--- src/rtl/irq_seq_pkg.sv ---
package irq_seq_pkg;
  localparam int unsigned ADDR_W = 16;
  localparam int unsigned DATA_W = 8;

  localparam int unsigned FLG_I = 2;
  localparam int unsigned FLG_B = 4;
  localparam int unsigned FLG_U = 5;

  typedef enum logic [1:0] {
    K_NMI = 2'd0,
    K_IRQ = 2'd1,
    K_RST = 2'd2
  } evt_kind_e;

  typedef enum logic [2:0] {
    S_IDLE  = 3'd0,
    S_FILL0 = 3'd1,
    S_FILL1 = 3'd2,
    S_PSH_H = 3'd3,
    S_PSH_L = 3'd4,
    S_PSH_P = 3'd5,
    S_VEC_L = 3'd6,
    S_VEC_H = 3'd7
  } seq_state_e;

  function automatic logic [ADDR_W-1:0] vec_base(evt_kind_e k);
    logic [ADDR_W-1:0] a;
    case (k)
      K_NMI:   a = 16'hFFFA;
      K_IRQ:   a = 16'hFFFE;
      default: a = 16'hFFFC;
    endcase
    return a;
  endfunction
endpackage

--- src/rtl/irq_evt_arbiter.sv ---
module irq_evt_arbiter
  import irq_seq_pkg::*;
(
  input  logic      clk,
  input  logic      rst_n,
  input  logic      boundary_i,
  input  logic      idle_i,
  input  logic      irq_i,
  input  logic      nmi_i,
  input  logic      rst_req_i,
  input  logic      jam_i,
  input  logic      iflag_now_i,
  input  logic      done_i,
  input  logic      done_iflag_i,
  output logic      start_o,
  output evt_kind_e kind_o,
  output logic      jammed_o
);
  logic nmi_prev_q, nmi_pend_q, rst_pend_q, jammed_q, iflag_lat_q;
  logic nmi_pend_d, rst_pend_d, jammed_d, iflag_lat_d;
  logic nmi_rise, take_rst, check, take_nmi, take_irq;

  always_comb begin
    nmi_rise = nmi_i & ~nmi_prev_q;
    take_rst = idle_i & (rst_pend_q | rst_req_i);
    check    = idle_i & boundary_i & ~take_rst;
    take_nmi = check & ~jammed_q & nmi_pend_q;
    take_irq = check & ~jammed_q & ~nmi_pend_q & irq_i & ~iflag_lat_q;

    start_o = take_rst | take_nmi | take_irq;
    if (take_rst)      kind_o = K_RST;
    else if (take_nmi) kind_o = K_NMI;
    else               kind_o = K_IRQ;

    if (nmi_rise)   nmi_pend_d = 1'b1;
    else if (check) nmi_pend_d = 1'b0;
    else            nmi_pend_d = nmi_pend_q;

    if (take_rst)       rst_pend_d = 1'b0;
    else if (rst_req_i) rst_pend_d = 1'b1;
    else                rst_pend_d = rst_pend_q;

    if (take_rst)   jammed_d = 1'b0;
    else if (jam_i) jammed_d = 1'b1;
    else            jammed_d = jammed_q;

    if (done_i)                               iflag_lat_d = done_iflag_i;
    else if (check && !(take_nmi || take_irq)) iflag_lat_d = iflag_now_i;
    else                                      iflag_lat_d = iflag_lat_q;
  end

  always_ff @(posedge clk or negedge rst_n) begin
    if (!rst_n) begin
      nmi_prev_q  <= 1'b0;
      nmi_pend_q  <= 1'b0;
      rst_pend_q  <= 1'b0;
      jammed_q    <= 1'b0;
      iflag_lat_q <= 1'b1;
    end else begin
      nmi_prev_q  <= nmi_i;
      nmi_pend_q  <= nmi_pend_d;
      rst_pend_q  <= rst_pend_d;
      jammed_q    <= jammed_d;
      iflag_lat_q <= iflag_lat_d;
    end
  end

  assign jammed_o = jammed_q;

  assert_nmi_first_R2: assert property (@(posedge clk) disable iff (!rst_n)
    (start_o && nmi_pend_q && kind_o != K_RST) |-> kind_o == K_NMI);
  assert_masked_R3: assert property (@(posedge clk) disable iff (!rst_n)
    (start_o && kind_o == K_IRQ) |-> !iflag_lat_q);
  assert_jam_block_R9: assert property (@(posedge clk) disable iff (!rst_n)
    jammed_q |-> !(start_o && kind_o != K_RST));
  assert_nmi_edge_R10: assert property (@(posedge clk) disable iff (!rst_n)
    $rose(nmi_pend_q) |-> ($past(nmi_i) && !$past(nmi_prev_q)));
endmodule

--- src/rtl/irq_entry_fsm.sv ---
module irq_entry_fsm
  import irq_seq_pkg::*;
#(
  parameter int unsigned AW = ADDR_W,
  parameter int unsigned DW = DATA_W,
  parameter logic [DW-1:0] STACK_HI = 8'h01
) (
  input  logic          clk,
  input  logic          rst_n,
  input  logic          start_i,
  input  evt_kind_e     kind_i,
  input  logic [AW-1:0] pc_i,
  input  logic [DW-1:0] sp_i,
  input  logic [DW-1:0] status_i,
  input  logic [DW-1:0] mem_rdata_i,
  output logic [AW-1:0] mem_addr_o,
  output logic [DW-1:0] mem_wdata_o,
  output logic          mem_we_o,
  output logic          mem_re_o,
  output logic          busy_o,
  output logic          done_o,
  output logic [AW-1:0] pc_o,
  output logic [DW-1:0] sp_o,
  output logic [DW-1:0] status_o
);
  localparam logic [DW-1:0] B_MASK = DW'(1) << FLG_B;
  localparam logic [DW-1:0] U_MASK = DW'(1) << FLG_U;
  localparam logic [DW-1:0] I_MASK = DW'(1) << FLG_I;

  seq_state_e    st_q, st_d;
  evt_kind_e     kind_q, kind_d;
  logic [AW-1:0] wpc_q, wpc_d, pc_q;
  logic [DW-1:0] wsp_q, wsp_d, wst_q, wst_d, sp_q, stat_q, fin_st;
  logic          done_q, done_d, work_en, out_en;

  always_comb begin
    st_d    = st_q;
    kind_d  = kind_q;
    wpc_d   = wpc_q;
    wsp_d   = wsp_q;
    wst_d   = wst_q;
    done_d  = 1'b0;
    work_en = 1'b0;
    out_en  = 1'b0;
    case (st_q)
      S_IDLE: if (start_i) begin
        work_en = 1'b1;
        kind_d  = kind_i;
        wpc_d   = pc_i;
        wsp_d   = sp_i;
        wst_d   = status_i & ~B_MASK;
        st_d    = (kind_i == K_RST) ? S_VEC_L : S_FILL0;
      end
      S_FILL0: st_d = S_FILL1;
      S_FILL1: st_d = S_PSH_H;
      S_PSH_H: begin st_d = S_PSH_L; work_en = 1'b1; wsp_d = wsp_q - 1'b1; end
      S_PSH_L: begin st_d = S_PSH_P; work_en = 1'b1; wsp_d = wsp_q - 1'b1; end
      S_PSH_P: begin st_d = S_VEC_L; work_en = 1'b1; wsp_d = wsp_q - 1'b1; end
      S_VEC_L: begin
        st_d = S_VEC_H; work_en = 1'b1;
        wpc_d[DW-1:0] = mem_rdata_i;
      end
      default: begin
        st_d = S_IDLE; work_en = 1'b1; out_en = 1'b1; done_d = 1'b1;
        wpc_d[AW-1:DW] = mem_rdata_i;
      end
    endcase

    case (kind_q)
      K_RST:   fin_st = I_MASK;
      K_IRQ:   fin_st = wst_q | I_MASK;
      default: fin_st = wst_q;
    endcase
  end

  always_comb begin
    mem_addr_o  = '0;
    mem_wdata_o = '0;
    mem_we_o    = 1'b0;
    mem_re_o    = 1'b0;
    case (st_q)
      S_PSH_H: begin mem_we_o = 1'b1; mem_addr_o = {STACK_HI, wsp_q}; mem_wdata_o = wpc_q[AW-1:DW]; end
      S_PSH_L: begin mem_we_o = 1'b1; mem_addr_o = {STACK_HI, wsp_q}; mem_wdata_o = wpc_q[DW-1:0]; end
      S_PSH_P: begin mem_we_o = 1'b1; mem_addr_o = {STACK_HI, wsp_q}; mem_wdata_o = wst_q | U_MASK; end
      S_VEC_L: begin mem_re_o = 1'b1; mem_addr_o = vec_base(kind_q); end
      S_VEC_H: begin mem_re_o = 1'b1; mem_addr_o = vec_base(kind_q) | AW'(1); end
      default: ;
    endcase
  end

  always_ff @(posedge clk or negedge rst_n) begin
    if (!rst_n) begin
      st_q   <= S_IDLE;
      done_q <= 1'b0;
    end else begin
      st_q   <= st_d;
      done_q <= done_d;
    end
  end

  always_ff @(posedge clk or negedge rst_n) begin
    if (!rst_n) begin
      kind_q <= K_IRQ;
      wpc_q  <= '0;
      wsp_q  <= '0;
      wst_q  <= '0;
    end else if (work_en) begin
      kind_q <= kind_d;
      wpc_q  <= wpc_d;
      wsp_q  <= wsp_d;
      wst_q  <= wst_d;
    end
  end

  always_ff @(posedge clk or negedge rst_n) begin
    if (!rst_n) begin
      pc_q   <= '0;
      sp_q   <= '0;
      stat_q <= '0;
    end else if (out_en) begin
      pc_q   <= wpc_d;
      sp_q   <= wsp_q;
      stat_q <= fin_st;
    end
  end

  assign busy_o   = (st_q != S_IDLE);
  assign done_o   = done_q;
  assign pc_o     = pc_q;
  assign sp_o     = sp_q;
  assign status_o = stat_q;

  assert_stack_page_R4: assert property (@(posedge clk) disable iff (!rst_n)
    mem_we_o |-> mem_addr_o[AW-1:DW] == STACK_HI);
  assert_push_flags_R5: assert property (@(posedge clk) disable iff (!rst_n)
    (mem_we_o && st_q == S_PSH_P) |-> (mem_wdata_o[FLG_U] && !mem_wdata_o[FLG_B]));
  assert_irq_sets_i_R6: assert property (@(posedge clk) disable iff (!rst_n)
    (done_q && kind_q == K_IRQ) |-> status_o[FLG_I]);
  assert_busy_len_R7: assert property (@(posedge clk) disable iff (!rst_n)
    (done_q && kind_q != K_RST) |-> ($past(busy_o, 7) && !$past(busy_o, 8) && $past(busy_o, 1)));
  assert_reset_status_R8: assert property (@(posedge clk) disable iff (!rst_n)
    (done_q && kind_q == K_RST) |-> (status_o == I_MASK && $past(busy_o, 2) && !$past(busy_o, 3)));
endmodule

--- src/rtl/irq_entry_seq.sv ---
module irq_entry_seq
  import irq_seq_pkg::*;
#(
  parameter int unsigned AW = ADDR_W,
  parameter int unsigned DW = DATA_W
) (
  input  logic          clk,
  input  logic          rst_n,
  input  logic          boundary_i,
  input  logic          irq_req_i,
  input  logic          nmi_req_i,
  input  logic          rst_req_i,
  input  logic          jam_i,
  input  logic [AW-1:0] pc_i,
  input  logic [DW-1:0] sp_i,
  input  logic [DW-1:0] status_i,
  input  logic [DW-1:0] mem_rdata_i,
  output logic [AW-1:0] mem_addr_o,
  output logic [DW-1:0] mem_wdata_o,
  output logic          mem_we_o,
  output logic          mem_re_o,
  output logic          busy_o,
  output logic          done_o,
  output logic [AW-1:0] pc_o,
  output logic [DW-1:0] sp_o,
  output logic [DW-1:0] status_o,
  output logic          jammed_o
);
  logic      start;
  evt_kind_e kind;

  irq_evt_arbiter u_arb (
    .clk          (clk),
    .rst_n        (rst_n),
    .boundary_i   (boundary_i),
    .idle_i       (~busy_o),
    .irq_i        (irq_req_i),
    .nmi_i        (nmi_req_i),
    .rst_req_i    (rst_req_i),
    .jam_i        (jam_i),
    .iflag_now_i  (status_i[FLG_I]),
    .done_i       (done_o),
    .done_iflag_i (status_o[FLG_I]),
    .start_o      (start),
    .kind_o       (kind),
    .jammed_o     (jammed_o)
  );

  irq_entry_fsm #(.AW(AW), .DW(DW)) u_fsm (
    .clk         (clk),
    .rst_n       (rst_n),
    .start_i     (start),
    .kind_i      (kind),
    .pc_i        (pc_i),
    .sp_i        (sp_i),
    .status_i    (status_i),
    .mem_rdata_i (mem_rdata_i),
    .mem_addr_o  (mem_addr_o),
    .mem_wdata_o (mem_wdata_o),
    .mem_we_o    (mem_we_o),
    .mem_re_o    (mem_re_o),
    .busy_o      (busy_o),
    .done_o      (done_o),
    .pc_o        (pc_o),
    .sp_o        (sp_o),
    .status_o    (status_o)
  );
endmodule

--- config.mk ---
export PLATFORM = sky130hd
export DESIGN_NAME = irq_entry_seq
export DESIGN_NICKNAME = d
export VERILOG_FILES = /design/src/rtl/irq_seq_pkg.sv /design/src/rtl/irq_evt_arbiter.sv /design/src/rtl/irq_entry_fsm.sv /design/src/rtl/irq_entry_seq.sv
export SDC_FILE = /design/constraint.sdc
export NUM_CORES = 1
export LEC_CHECK = 0
export ABC_AREA = 1
export BUFFER_PORTS_ARGS = -buffer_cell sky130_fd_sc_hd__buf_2
export CORE_ASPECT_RATIO = 0.5
export CORE_MARGIN = 2
export CORE_UTILIZATION = 30
export DETAILED_ROUTE_END_ITERATION = 8
export PLACE_DENSITY = 0.56
export SYNTH_ARGS = -nofsm -noshare
export SYNTH_HDL_FRONTEND = slang
export SYNTH_SLANG_ARGS = --single-unit
--- constraint.sdc ---
create_clock -name clk -period 1.4 [get_ports clk]
set_input_delay 0.14 -clock clk [delete_from_list [all_inputs] [get_ports clk]]
set_output_delay 0.14 -clock clk [all_outputs]
set_load 0.05 [all_outputs]
==> results.cfg, run 1 <==
[clocking]
cts_buffers = 9
clk_latency_ns = 0.34
clock_path_buffers = 2
path_clk_slew_ns = 0.06
cts_max_level = 3
root_buffer = clkbuf_16
cts_sinks = 73
tritoncts = built

[detailed_routing]
antenna_left = 0
routed_wl_um = 10800
drcViolationCount = 0
dr.pass1.iters = 4
wl_per_cell_um = 14.7
via_per_inst = 4.60
drt-initial-drc-count = 107
routed-via-count = 3380

[yosys]
synth_seq_cells = 73
yosys.area.top_type = dfrtp_1
synthesis.nets = 467
synth.cell_area_um2 = 3460
synth.avg_cell_area_um2 = 8.30
netlist_instances = 417
synth_top_area_share_pct = 51.4
seq_area_frac_synth_pct = 52.9
synth_warnings = 0
synthTopCellsByArea = dfrtp_1 51%, nand2_1 15%, inv_1 4.7%, nand3_1 4.6%, o21ai_0 4.5%
synth_cell_types = 35

[global_routing]
use_met3_pct = 5.54
met2_usage_pct = 30.4
grt_pass1_vias = 3465
met1_usage_pct = 22.7
grt_pass1_wl_um = 17100
grt_max_degree = 28
grt.busiest_layer = met2
antenna_found_initial = 0
grt.total_usage_pct = 18.0
grt_overflow = 0

[cells_and_area]
multi_input_area_um2 = 1640
fillCellCount = 1065
drive_gt1_share_pct = 46.5
final_nets = 634
n_antenna_cell = 0
ff_latch_area_um2 = 1830
area_growth_pct = 62.5
final_cell_mix = 113 x nand2_1, 77 x buf_2, 69 x dfrtp_1
layout_commonest_cell = nand2_1

[die]
initial_core_util_pct = 31.1
die_y_um = 79.9
die_w_um = 156
rows = 27
pin_count = 108
die_area_um2 = 12500
fp.coreArea_um2 = 11100

[critical_path]
worstPathRequired_ns = 1.26
crit_arrival_ns = 1.63
start_kind = register
path_max_fanout = 4
cp_cell_sequence = buf_6 > nor2_4 > nand2_4 > o211ai_1 > buf_4
slowest_delay_ns = 0.47
end_kind = primary output
path_class = register to primary output
worst_path_max_delay_cell = dfrtp_2

[timing]
setup_viol = 66
worst_slack_ns = -0.370
rsz0062_at_grt = true
hold_ws_ns = 0.00979
clock_skew_ns = 0.00735
hold_viol = 0
period_share_pct = 126
fmax_mhz = 565
drv_slew = 0
period_needed_ns = 1.77

[place]
finalWeightedCongestion = 0.814
hpwl_um = 7660
port_buffers = 105

[hold_path]
hold_path.class = input port to register

[run]
cap_viol_max_count = 0

[status]
outcome = finished with violations
failed_checks = setup timing
critical path: cells and delay by family, from the launching register on:
family | cells | cell delay (ns)
compound gates | 1 | 0.23
buf+inv | 2 | 0.40
simple gates | 2 | 0.18
flops | 1 | 0.47
final cells by class:
class | instances | share of cell area, %
Clock buffer | 10 | 4.25
Multi-Input combinational cell | 277 | 29.2
Inverter | 47 | 3.94
Timing Repair Buffer | 176 | 25.6
Sequential cell | 73 | 32.6
Tap cell | 145 | 3.23
Clock inverter | 6 | 1.16
metal layers:
metal	vias to the layer above	routed length [µm]
met5	-	0
met4	0	76
met3	5	481
met2	62	5330
met1	1641	4900
li1	1672	-
sequential cells by signal, indices dropped and copies added (netlist names), 2 cells and up:
| signal | count |
|---|---|
| u_fsm.st_q | 3 |
| u_fsm.pc_o | 16 |
| u_fsm.wsp_q | 8 |
| u_fsm.wst_q | 7 |
| u_fsm.wpc_q | 16 |
| u_fsm.kind_q | 2 |
| u_fsm.sp_o | 8 |
| u_fsm.status_o | 7 |
what timing repair did:
action,4_1_cts,5_1_grt
hold endpoints to repair,24,0
hold buffers,2,0
endpoints found under the setup margin,91,80
pin swaps,18,16
gates cloned,2,0
gates resized for setup,140,56
setup buffers,19,8
cells in the mapped netlist:
master,n
nand2_1,139
dfrtp_1,71
inv_1,43
nand3_1,32
o21ai_0,31
nor2_1,19
buf_4,10
a21oi_1,9
o211ai_1,9
buf_2,5
clkbuf_1,5
nand4_1,5
a21boi_1,4
nor2_2,4
ha_1,3
inv_2,3
o22ai_1,3
a31oi_1,2
dfstp_2,2
nand3_2,2
o21ai_1,2
a22oi_1,1
buf_6,1
conb_1,1
inv_4,1
nand2_2,1
nand2_4,1
nand3_4,1
nor2_4,1
nor2_8,1
nor3_1,1
nor3b_1,1
o21ai_2,1
o221ai_1,1
o31ai_1,1
metrics by stage:
stage / setup WS [ns] / TNS, ns / instance area (µm²) / instances / util [%]
5_1_grt: -0.439 / -19.54 / 5620 / 734 / 50.6
6_report: -0.370 / -14.79 / 5620 / 734 / 50.6
3_5_place_dp: -0.288 / -12.13 / 4510 / 694 / 40.6
3_3_place_gp: -0.245 / -9.05 / 4510 / 694 / 40.6
2_1_floorplan: -0.326 / -11.35 / 3560 / 417 / -
4_1_cts: -0.400 / -15.24 / 5440 / 732 / 48.9
final timing paths:
check | start | end | slack, ns | depth (start not counted)
setup / recovery | u_fsm.st_q[1] | mem_wdata_o[1] | -0.37 | 5
hold / removal | status_i[5] | u_fsm.wst_q[5] | 0.01 | 3
setup reg to reg | u_fsm.st_q[0] | u_fsm.pc_o[1] | -0.31 | 10
hold reg to reg | u_arb.nmi_prev_q | u_arb.nmi_pend_q | 0.42 | 1
max in group asynchronous | rst_n | u_arb.iflag_lat_q | 0.56 | 3
min in group asynchronous | rst_n | u_fsm.pc_o[4] | 0.27 | 2
kinds of logic (layout without fill, tap and decap cells):
group,Yosys count,in the layout,share of synthesized area [%]
compound gates,64,64,10.7
flops,73,73,52.9
buf+inv,68,239,8.93
other cells,1,1,0.108
simple gates,208,209,26.3
fa+ha+maj,3,3,1.09
Power of run 1 is not shown: default switching activity piles up to over one toggle a cycle in this logic, so the estimate is an artifact.
==> inputs of run 2 (changes only) <==
--- a/config.mk
+++ b/config.mk
@@ -15,3 +15,4 @@
 export SYNTH_ARGS = -nofsm -noshare
 export SYNTH_HDL_FRONTEND = slang
 export SYNTH_SLANG_ARGS = --single-unit
+export TNS_END_PERCENT = 10
==> results.cfg, run 2 (synthesis gave the netlist of run 1 again) <==
[critical_path]
path_max_fanout = 5
end_kind = primary output
start_kind = register
crit_arrival_ns = 1.66
worstPathRequired_ns = 1.26
path_class = register to primary output

[place]
port_buffers = 105
placed_cell_area_um2 = 4490
hpwl_um = 7390
finalWeightedCongestion = 0.825

[detailed_routing]
wl_per_cell_um = 13.9
drt-initial-drc-count = 194
via_per_inst = 4.60
dr.pass1.iters = 6
routed_wl_um = 9930
antenna_left = 0
routed-via-count = 3297
drcViolationCount = 0

[status]
outcome = finished with violations
failed_checks = setup timing

[clocking]
clock_path_buffers = 2
tritoncts = built
cts_buffers = 9
cts_max_level = 3
cts_sinks = 73
root_buffer = clkbuf_16
path_clk_slew_ns = 0.06
clk_latency_ns = 0.33

[timing]
hold_viol = 0
worst_slack_ns = -0.396
period_needed_ns = 1.80
fmax_mhz = 557
rsz0062_at_grt = true
setup_viol = 64
period_share_pct = 128
clock_skew_ns = 0.00507
drv_slew = 0

[hold_path]
hold_path.class = input port to register

[die]
pin_count = 108
die_y_um = 79.9
die_area_um2 = 12500
fp.coreArea_um2 = 11100
die_w_um = 156
rows = 27
initial_core_util_pct = 31.1

[cells_and_area]
n_antenna_cell = 0
area_growth_pct = 49.1
final_cell_mix = 131 x nand2_1, 77 x buf_2, 69 x dfrtp_1
drive_gt1_share_pct = 38.5
final_nets = 618
final_area_um2 = 5160
layout_commonest_cell = nand2_1

[global_routing]
grt_pass1_vias = 3312
grt_pass1_wl_um = 16500
grt.total_usage_pct = 17.0
grt_overflow = 0
grt_max_degree = 74
antenna_found_initial = 0

[run]
cap_viol_max_count = 0
run 2: cell count changes in the layout (fill, tap and decap cells not counted), sizes merged:
cell,delta
buf,-15
clkinv,-2
clkbuf,+1
inv,-1
nand3,-1
run 2: what timing repair did:
| action | CTS | global route |
|---|---|---|
| setup buffers | 5 | 4 |
| setup endpoints to repair | 91 | 90 |
| gates resized for setup | 69 | 30 |
| pin swaps | 6 | 8 |
| endpoints found under the hold margin | 72 | 0 |
| hold buffers | 2 | 0 |
run 2: final timing paths:
kind	endpoint	slack, ns	cells past startpoint	startpoint
worst max-delay path	mem_addr_o[2]	-0.40	7	u_fsm.st_q[1]
worst min-delay path	u_arb.jammed_o	0.03	3	jam_i
worst max register to register	u_fsm.wsp_q[2]	-0.24	8	u_fsm.st_q[1]
worst min register to register	u_arb.nmi_pend_q	0.41	1	u_arb.nmi_prev_q
max in group asynchronous	u_fsm.sp_o[6]	0.70	3	rst_n
min in group asynchronous	u_fsm.pc_o[2]	0.37	3	rst_n
run 2: stage by stage:
| stage | hold slack (ns) | setup WS, ns | cells | setup TNS, ns | utilization (%) |
|---|---|---|---|---|---|
| after floorplan | -0.156 | -0.326 | 417 | -11.65 | - |
| after global placement | 0.191 | -0.256 | 691 | -10.06 | 40.4 |
| after global routing | 0.0251 | -0.478 | 716 | -20.13 | 46.4 |
| final | 0.0252 | -0.396 | 716 | -13.37 | 46.4 |
| after detailed placement | 0.197 | -0.306 | 691 | -13.00 | 40.4 |
| after CTS | 0.00850 | -0.421 | 712 | -15.19 | 45.1 |
run 2: critical path: stages (launching register included):
cell     delay [ns]
dfrtp_2        0.48
buf_6          0.16
nand2_8        0.08
inv_6          0.04
nor2_4         0.16
inv_4          0.09
o22ai_4        0.14
buf_6          0.19
run 2: final cells by class:
class / count / area [µm²]
Multi-Input combinational cell: 276 / 1490
Timing Repair Buffer: 161 / 1170
Clock buffer: 11 / 243
Clock inverter: 3 / 42.5
Fill cell: 1113 / 5960
Sequential cell: 73 / 1830
Tap cell: 145 / 181
Inverter: 47 / 199
run 2: metal layers:
layer	up-vias	wire, µm	global-route usage [%]
li1	1642	-	-
met1	1553	4710	23.1
met2	93	4640	27.1
met3	9	482	4.18
met4	0	97	4.86
met5	-	0	0
Power of run 2 is left out for the same reason.
==> inputs of run 3 (changes only) <==
--- a/config.mk
+++ b/config.mk
@@ -10,6 +10,7 @@
 export CORE_ASPECT_RATIO = 0.5
 export CORE_MARGIN = 2
 export CORE_UTILIZATION = 30
+export CTS_BUF_LIST = sky130_fd_sc_hd__clkbuf_4 sky130_fd_sc_hd__clkbuf_8
 export DETAILED_ROUTE_END_ITERATION = 8
 export PLACE_DENSITY = 0.56
 export SYNTH_ARGS = -nofsm -noshare
==> results.cfg, run 3 (synthesis gave the netlist of run 1 again) <==
[status]
outcome = finished with violations
failed_checks = setup timing

[clocking]
cts_max_level = 3
clock_path_buffers = 2
path_clk_slew_ns = 0.08
cts_buffers = 9
cts_sinks = 73
tritoncts = built
root_buffer = clkbuf_8
clk_latency_ns = 0.36

[critical_path]
timing.rr.end = u_fsm.wsp_q[2]
path_max_fanout = 4
worstPathRequired_ns = 1.26
crit-reg2reg-launch = u_fsm.st_q[1]
end_kind = primary output
path_class = register to primary output
cp-startpoint = u_fsm.st_q[1]
crit_arrival_ns = 1.69
worst-r2r-cell-count = 8
crit_path_end = mem_wdata_o[3]
r2r_setup_slack_ns = -0.25
start_kind = register

[timing]
setup_viol = 64
rsz0062_at_grt = true
fin_tns_setup_ns = -14.42
hold_viol = 0
clock_skew_ns = 0.0112
worst_slack_ns = -0.426
fmax_mhz = 548
drv_slew = 0
period_share_pct = 130
period_needed_ns = 1.83

[place]
hpwl_um = 7390
placed_cell_area_um2 = 4490
port_buffers = 105
finalWeightedCongestion = 0.825
pre_cts_slack_ns = -0.306
place_inst = 691

[die]
initial_core_util_pct = 31.1
die_area_um2 = 12500
pin_count = 108
rows = 27
fp.coreArea_um2 = 11100
die_y_um = 79.9
die_w_um = 156

[global_routing]
grt_max_degree = 74
grt_pass1_vias = 3347
grt_overflow = 0
grt_pass1_wl_um = 16600
grt.total_usage_pct = 17.1
antenna_found_initial = 0

[cells_and_area]
stdcell_count = 721
drive_gt1_share_pct = 37.8
multi_input_area_um2 = 1480
final_area_um2 = 5100
n_antenna_cell = 0
area_growth_pct = 47.4
final_cell_mix = 132 x nand2_1, 77 x buf_2, 69 x dfrtp_1
ff_latch_area_um2 = 1830
final_nets = 623
layout_commonest_cell = nand2_1
fillCellCount = 1122

[detailed_routing]
routed-via-count = 3317
dr.pass1.iters = 4
routed_wl_um = 10100
wl_per_cell_um = 13.9
via_per_inst = 4.60
drt-initial-drc-count = 224
drcViolationCount = 0
antenna_left = 0

[run]
cap_viol_max_count = 0

[hold_path]
hold_path.class = input port to register
run 3: changes by cell type in the layout (fill, tap and decap cells not counted):
cell / change
o21ai_0: -1
buf_8: -1
clkbuf_16: -9
dlygate4sd3_1: +6
o21ai_1: +1
nand3_1: +1
clkbuf_1: -1
nand2_1: +1
nand3_2: -1
nand2_2: -1
clkbuf_8: +9
clkbuf_4: +1
run 3: layout make-up:
| cell class | count | area share, % |
|---|---|---|
| Sequential cell | 73 | 35.9 |
| Multi-Input combinational cell | 276 | 29.1 |
| Timing Repair Buffer | 166 | 23.9 |
| Inverter | 47 | 3.90 |
| Tap cell | 145 | 3.56 |
| Clock buffer | 11 | 2.85 |
| Clock inverter | 3 | 0.834 |
run 3: how the worst min path moves through the flow:
stage,startpoint,endpoint,slack (ns),depth (start not counted)
after floorplan,rst_n,u_arb.jammed_o,-0.16,0
after global placement,rst_n,u_fsm.pc_o[3],0.19,2
after detailed placement,rst_n,u_fsm.pc_o[4],0.20,2
after CTS,pc_i[10],u_fsm.wpc_q[10],0.004,3
after global routing,pc_i[10],u_fsm.wpc_q[10],0.007,3
final,pc_i[10],u_fsm.wpc_q[10],0.004,3
run 3: metal layers:
| layer | vias up | GRT usage [%] | wire length (µm) |
|---|---|---|---|
| met3 | 10 | 4.34 | 437 |
| met4 | 0 | 4.77 | 114 |
| li1 | 1646 | - | - |
| met5 | - | 0 | 0 |
| met1 | 1585 | 23.1 | 4830 |
| met2 | 76 | 27.2 | 4670 |
run 3: stage by stage:
stage | hold WS (ns) | util [%]
6_report | 0.00355 | 45.9
5_1_grt | 0.00719 | 45.9
4_1_cts | 0.00363 | 44.8
3_5_place_dp | 0.197 | 40.4
3_3_place_gp | 0.191 | 40.4
2_1_floorplan | -0.156 | -
run 3: critical path, cell delays in order, from the launching register on:
cell      delay [ns]
dfrtp_2         0.49
buf_6           0.15
nor2_4          0.10
nand2_4         0.08
o211ai_1        0.26
buf_4           0.25
run 3: what timing repair did:
item	CTS	global route
pin swaps	6	7
gates resized for setup	69	27
hold buffers	8	0
endpoints found under the hold margin	78	0
buffers inserted	5	3
endpoints found under the setup margin	91	90
Power of run 3 is left out for the same reason.
